<file path="src/rtl/fsr_pkg.sv">
package fsr_pkg;
    localparam int OPW   = 8;
    localparam int SRW   = 8;
    localparam int LOCKS = 3;

    localparam logic [OPW-1:0] OP_WREN  = 8'h06;
    localparam logic [OPW-1:0] OP_WRDI  = 8'h04;
    localparam logic [OPW-1:0] OP_WRSR  = 8'h01;
    localparam logic [OPW-1:0] OP_PROG  = 8'h02;
    localparam logic [OPW-1:0] OP_ERASE = 8'h20;
    localparam logic [OPW-1:0] OP_SUSP  = 8'h75;
    localparam logic [OPW-1:0] OP_RESM  = 8'h7A;

    typedef enum logic [1:0] {
        ST_IDLE   = 2'd0,
        ST_ARRAY  = 2'd1,
        ST_STATUS = 2'd2,
        ST_PAUSED = 2'd3
    } fsr_state_e;
endpackage

</file>
<file path="src/rtl/fsr_gate.sv">
module fsr_gate (
    input  logic [1:0] mode,
    input  logic       wp_n,
    input  logic       wel,
    output logic       wr_ok
);
    always_comb begin
        unique case (mode)
            2'b00:   wr_ok = wel;
            2'b01:   wr_ok = wel & wp_n;
            2'b10:   wr_ok = 1'b0;
            default: wr_ok = 1'b0;
        endcase
    end
endmodule

</file>
<file path="src/rtl/fsr_ctrl.sv">
module fsr_ctrl
    import fsr_pkg::*;
(
    input  logic           clk,
    input  logic           rst_n,
    input  logic           pwr_cycle,
    input  logic           cmd_valid,
    input  logic [OPW-1:0] cmd_op,
    input  logic           eng_done,
    input  logic           st_ok,
    output logic           wel,
    output logic           wip,
    output logic           sus,
    output logic           wr_accept,
    output logic           eng_start,
    output logic           eng_hold,
    output logic           st_take,
    output logic           st_commit
);
    fsr_state_e state, nxt;
    logic       arr_take;
    logic       is_arr_op;

    assign is_arr_op = (cmd_op == OP_PROG) || (cmd_op == OP_ERASE);

    always_comb begin
        nxt      = state;
        st_take  = 1'b0;
        arr_take = 1'b0;
        unique case (state)
            ST_IDLE: begin
                if (cmd_valid && cmd_op == OP_WRSR && st_ok) begin
                    nxt     = ST_STATUS;
                    st_take = 1'b1;
                end else if (cmd_valid && is_arr_op && wel) begin
                    nxt      = ST_ARRAY;
                    arr_take = 1'b1;
                end
            end
            ST_ARRAY: begin
                if (eng_done)
                    nxt = ST_IDLE;
                else if (cmd_valid && cmd_op == OP_SUSP)
                    nxt = ST_PAUSED;
            end
            ST_STATUS: begin
                if (eng_done)
                    nxt = ST_IDLE;
            end
            ST_PAUSED: begin
                if (cmd_valid && cmd_op == OP_RESM)
                    nxt = ST_ARRAY;
            end
        endcase
        if (pwr_cycle) begin
            nxt      = ST_IDLE;
            st_take  = 1'b0;
            arr_take = 1'b0;
        end
    end

    always_ff @(posedge clk) begin
        if (!rst_n)
            state <= ST_IDLE;
        else
            state <= nxt;
    end

    always_ff @(posedge clk) begin
        if (!rst_n) begin
            wel       <= 1'b0;
            wr_accept <= 1'b0;
            eng_start <= 1'b0;
        end else begin
            wr_accept <= st_take | arr_take;
            eng_start <= st_take | arr_take;
            if (pwr_cycle)
                wel <= 1'b0;
            else if ((state == ST_ARRAY || state == ST_STATUS) && eng_done)
                wel <= 1'b0;
            else if (cmd_valid && (state == ST_IDLE || state == ST_PAUSED)) begin
                if (cmd_op == OP_WREN)
                    wel <= 1'b1;
                else if (cmd_op == OP_WRDI)
                    wel <= 1'b0;
            end
        end
    end

    assign wip       = (state == ST_ARRAY) || (state == ST_STATUS);
    assign sus       = (state == ST_PAUSED);
    assign eng_hold  = sus;
    assign st_commit = (state == ST_STATUS) && eng_done && !pwr_cycle;

    a_r5_accept_needs_wel: assert property (@(posedge clk) disable iff (!rst_n)
        wr_accept |-> $past(wel));
    a_r6_wel_cleared_on_done: assert property (@(posedge clk) disable iff (!rst_n)
        (wip && eng_done && !pwr_cycle) |=> !wel);
    a_r13_power_drop_quiet: assert property (@(posedge clk) disable iff (!rst_n)
        pwr_cycle |=> (!wel && !wip && !sus));
    a_r14_no_accept_when_busy: assert property (@(posedge clk) disable iff (!rst_n)
        wr_accept |-> !$past(wip) && !$past(sus));
endmodule

</file>
<file path="src/rtl/fsr_regs.sv">
module fsr_regs
    import fsr_pkg::*;
(
    input  logic             clk,
    input  logic             rst_n,
    input  logic             pwr_cycle,
    input  logic             st_take,
    input  logic             st_commit,
    input  logic [2*SRW-1:0] wr_data,
    output logic [SRW-3:0]   nv1,
    output logic             cmp,
    output logic [LOCKS-1:0] lock,
    output logic             qe,
    output logic             srp1
);
    logic [SRW-3:0]   pend1;
    logic             pend_cmp;
    logic [LOCKS-1:0] pend_lock;
    logic             pend_qe;
    logic             pend_srp1;
    logic             unused_bits;
    logic [1:0]       mode;

    assign unused_bits = ^{wr_data[15], wr_data[10], wr_data[1:0]};
    assign mode        = {srp1, nv1[SRW-3]};

    always_ff @(posedge clk) begin
        if (!rst_n) begin
            pend1     <= '0;
            pend_cmp  <= 1'b0;
            pend_lock <= '0;
            pend_qe   <= 1'b0;
            pend_srp1 <= 1'b0;
        end else if (st_take) begin
            pend1     <= wr_data[SRW-1:2];
            pend_cmp  <= wr_data[14];
            pend_lock <= wr_data[13:11];
            pend_qe   <= wr_data[9];
            pend_srp1 <= wr_data[8];
        end
    end

    always_ff @(posedge clk) begin
        if (!rst_n) begin
            nv1  <= '0;
            cmp  <= 1'b0;
            lock <= '0;
            qe   <= 1'b0;
            srp1 <= 1'b0;
        end else if (pwr_cycle) begin
            if (mode == 2'b10)
                srp1 <= 1'b0;
        end else if (st_commit) begin
            nv1  <= pend1;
            cmp  <= pend_cmp;
            lock <= lock | pend_lock;
            qe   <= pend_qe;
            srp1 <= pend_srp1;
        end
    end

    a_r10_lock_sticky: assert property (@(posedge clk) disable iff (!rst_n)
        1'b1 |=> ((lock & $past(lock)) == $past(lock)));
    a_r9_fused_mode_stays: assert property (@(posedge clk) disable iff (!rst_n)
        (mode == 2'b11) |=> (mode == 2'b11));
    a_r11_bits_hold_without_commit: assert property (@(posedge clk) disable iff (!rst_n)
        (!st_commit && !pwr_cycle) |=> $stable({nv1, cmp, lock, qe, srp1}));
    a_r8_session_reverts: assert property (@(posedge clk) disable iff (!rst_n)
        (pwr_cycle && mode == 2'b10) |=> (mode == 2'b00));
endmodule

</file>
<file path="src/rtl/flash_status_guard.sv">
module flash_status_guard
    import fsr_pkg::*;
(
    input  logic         clk,
    input  logic         rst_n,
    input  logic         pwr_cycle,
    input  logic         wp_n,
    input  logic         cmd_valid,
    input  logic [7:0]   cmd_op,
    input  logic [15:0]  cmd_data,
    input  logic         eng_done,
    output logic [7:0]   sr1,
    output logic [7:0]   sr2,
    output logic         wr_accept,
    output logic         eng_start,
    output logic         eng_hold
);
    logic             wel, wip, sus, st_ok, st_take, st_commit;
    logic [SRW-3:0]   nv1;
    logic             cmp, qe, srp1;
    logic [LOCKS-1:0] lock;

    fsr_gate u_gate (
        .mode  ({srp1, nv1[SRW-3]}),
        .wp_n  (wp_n),
        .wel   (wel),
        .wr_ok (st_ok)
    );

    fsr_ctrl u_ctrl (
        .clk       (clk),
        .rst_n     (rst_n),
        .pwr_cycle (pwr_cycle),
        .cmd_valid (cmd_valid),
        .cmd_op    (cmd_op),
        .eng_done  (eng_done),
        .st_ok     (st_ok),
        .wel       (wel),
        .wip       (wip),
        .sus       (sus),
        .wr_accept (wr_accept),
        .eng_start (eng_start),
        .eng_hold  (eng_hold),
        .st_take   (st_take),
        .st_commit (st_commit)
    );

    fsr_regs u_regs (
        .clk       (clk),
        .rst_n     (rst_n),
        .pwr_cycle (pwr_cycle),
        .st_take   (st_take),
        .st_commit (st_commit),
        .wr_data   (cmd_data),
        .nv1       (nv1),
        .cmp       (cmp),
        .lock      (lock),
        .qe        (qe),
        .srp1      (srp1)
    );

    assign sr1 = {nv1, wel, wip};
    assign sr2 = {sus, cmp, lock, 1'b0, qe, srp1};

    a_r7_pin_mode_blocks: assert property (@(posedge clk) disable iff (!rst_n)
        (cmd_valid && cmd_op == OP_WRSR && {srp1, nv1[SRW-3]} == 2'b01 && !wp_n) |=> !wr_accept);
endmodule

</file>
<file path="config.mk">
export PLATFORM = sky130hd
export DESIGN_NAME = flash_status_guard
export DESIGN_NICKNAME = d
export VERILOG_FILES = /design/src/rtl/fsr_pkg.sv /design/src/rtl/fsr_gate.sv /design/src/rtl/fsr_ctrl.sv /design/src/rtl/fsr_regs.sv /design/src/rtl/flash_status_guard.sv
export SDC_FILE = /design/constraint.sdc
export NUM_CORES = 1
export LEC_CHECK = 0
export ABC_AREA = 1
export BUFFER_PORTS_ARGS = -buffer_cell sky130_fd_sc_hd__buf_2
export CAP_MARGIN = 20
export CORE_MARGIN = 8
export CORE_UTILIZATION = 35
export CTS_CLUSTER_SIZE = 24
export DETAILED_ROUTE_END_ITERATION = 10
export SYNTH_ARGS = -nofsm -noshare
export SYNTH_HDL_FRONTEND = slang
export SYNTH_SLANG_ARGS = --single-unit
export TNS_END_PERCENT = 1
</file>
<file path="constraint.sdc">
create_clock -name clk -period 4.25 [get_ports clk]
set_input_delay 0.2125 -clock clk [delete_from_list [all_inputs] [get_ports clk]]
set_output_delay 0.2125 -clock clk [all_outputs]
set_load 0.05 [all_outputs]
</file>
==> results_dict.tcl <==
set metrics [dict create \
    status "finished clean" \
    die_x_microns 80.3 \
    synthToLayoutAreaGrowth_pct 16.5 \
    viasPerCell 4.37 \
    portBuffers 43 \
    async_flop_share_pct 0 \
    clkSlewWorstSetupHoldPaths_ns 0.09 \
    hold_path_depth 3 \
    fillers 455 \
    endpoint_kind "flip-flop" \
    hold_class "input pin to flip-flop" \
    synth_xor_area_share_pct 0 \
    postRouteWirelength_microns 3080 \
    synthAdderAreaFrac_pct 4.33 \
    ctsResizeCount 0 \
    dp_hpwl_microns 2320 \
    synth_edf_count 0 \
    synth_top_family_by_area "simple AND/OR/NAND/NOR gates" \
    synth_nets 246 \
    rows 23 \
    fmax_mhz 615 \
    r2r_cells 6 \
    yosysMostFrequentCell "nor2_1" \
    cts.sinks 28 \
    root_buffer "clkbuf_8" \
    path_max_fanout 14 \
    finalPower_w 0.000454 \
    grt_use_total_pct 9.65 \
    yosysSeqAreaShare_pct 38.8 \
    whs_ns 0.155 \
    pwr-share-seq_pct 57.8 \
    synth_cells 211 \
    finalSetupViolations 0 \
    drtIter0Drc 48 \
    power_density_nw_per_um2 269 \
    num_vias 1288 \
    fin_tns_setup_ns 0 \
    period_needed_ns 1.63 \
    grt_max_degree 26 \
    internal-power_w 0.000357 \
    leakagePower_nw 0.906 \
    crit_arrival_ns 1.78 \
    core_area_sq_um 4000 \
    synth_simple_gate_area_share_pct 32.9 \
    switching_power_w 0.0000966 \
    yosysTopAreaCell "dfxtp_1" \
    ant_nets 0 \
    synth_top_cells_by_area "dfxtp_1 (39%), nor2_1 (12%), nand2_1 (11%)" \
    dieArea_sq_um 6440 \
    hold_buffers 0 \
    drive_above_1_share_pct 22.0 \
    synth_area_sq_um 1450 \
    numCtsBuffers 3 \
    maxSlewViolCount 0 \
    start_util_pct 36.1 \
    start_kind "flip-flop" \
    fp.dieH_microns 80.3 \
    drc 0 \
    diodes 0 \
    synth_compound_area_share_pct 9.44 \
    clk_latency_ns 0.27 \
    synth-seq-cells 28 \
    gp_congestion 0.823 \
    synth_common_cells "nor2_1 (46), nand2_1 (42), inv_1 (30)" \
    clock_path_buffers 2 \
    rsz0062_at_grt "no" \
    pwr-share-comb_pct 6.9 \
    dr.pass1.iters 4 \
    cap_violations 0 \
    clkPwrFrac_pct 35.4 \
    postCtsSetupRepairBufs 0 \
    ys_types 24 \
    synth_ff_type "dfxtp_1" \
    critPathRequiredTime_ns 4.41 \
    ir_drop_mv 0.151 \
    muxShareOfSynthArea_pct 0 \
    synth_top_area_share_pct 38.8 \
    num_io_pins 49 \
    grt_pass1_vias 1237 \
    fin_skew_ns 0.00465 \
    htreeDepth 1 \
    hold_viol_final 0 \
    avgSynthCellArea_sq_um 6.85 \
    p_sw_share_pct 21.3 \
    ys_warn_count 0 \
    cts_tree "done" \
    antenna_found_initial 0 \
    grt_pass1_wl_microns 5120 \
    timing.final.crit_share_pct 38.3 \
    path_class "flip-flop to flip-flop" \
    gr-total-overflow 0 \
    wl_per_cell_microns 10.4 \
    nets 281 \
]
## per-stage QoR
step	instance area [sq um]	instances	setup WS, ns	utilization (%)
after floorplan	1450	211	2.79	-
after global placement	1630	291	2.64	40.7
after detailed placement	1630	291	2.58	40.7
after CTS	1680	295	2.58	42.1
after global routing	1680	295	2.35	42.1
final	1680	295	2.62	42.1
## sequential cells by signal, summed over array words and instances, names as in the netlist, 2 cells and up
name,count
u_regs.nv1,6
u_regs.pend1,6
u_regs.lock,3
u_regs.pend_lock,3
u_ctrl.state,2
## critical path, cell delays in order (launching register included)
cell	delay [ns]
dfxtp_1	0.36
inv_1	0.10
ha_1	0.22
nand3_1	0.27
inv_1	0.27
o21ai_0	0.23
a21oi_1	0.06
## layer usage
layer / track usage [%] / up-vias / wire length [microns]
met5: 0 / - / 0
met4: 3.27 / 0 / 13
met3: 3.01 / 2 / 221
met2: 16.9 / 38 / 1390
met1: 10.7 / 542 / 1460
li1: - / 706 / -
## cell families after synthesis
group	Yosys count
DFF	28
adders and majority gates	5
AOI/OAI and AO/OA	25
and+or+nand+nor	109
other	1
buffers and inverters	43
## cell usage in the layout, fill, tap and decap left out, drive strengths merged
cell type / Yosys / layout
inv: 30 / 30
dfxtp: 28 / 28
nand2: 43 / 43
nand4: 2 / 2
nand3: 11 / 11
clkbuf: 0 / 4
o21ai: 11 / 11
ha: 5 / 5
nor2: 49 / 49
a21oi: 9 / 9
buf: 13 / 43
nor3: 2 / 2
or2: 1 / 1
a211oi: 1 / 1
o21a: 3 / 3
nor4: 1 / 1
conb: 1 / 1
a31oi: 1 / 1
## area by class of cell
type	count	area, sq um	share of cell area (%)
Multi-Input combinational cell	140	678	40.3
Sequential cell	28	561	33.3
Timing Repair Buffer	43	215	12.8
Inverter	30	113	6.69
Tap cell	50	62.6	3.71
Clock buffer	4	55.1	3.27
## power by group through the flow
stage | sequential (W) | clock (W) | combinational [W]
2_1_floorplan | 0.000268 | 0 | 0.0000150
3_3_place_gp | 0.000268 | 0 | 0.0000315
3_5_place_dp | 0.000268 | 0 | 0.0000314
4_1_cts | 0.000262 | 0.000170 | 0.0000315
5_1_grt | 0.000262 | 0.000177 | 0.0000350
6_report | 0.000262 | 0.000160 | 0.0000312
## final timing paths
path	slack, ns	endpoint	from
worst max-delay path	2.62	u_regs.qe	u_ctrl.state[0]
worst min-delay path	0.16	u_regs.pend1[1]	cmd_data[3]
worst max register to register	2.62	u_regs.qe	u_ctrl.state[0]
worst min register to register	0.46	u_regs.nv1[1]	u_regs.pend1[1]
Note: power is estimated with default switching activity, not from simulation.
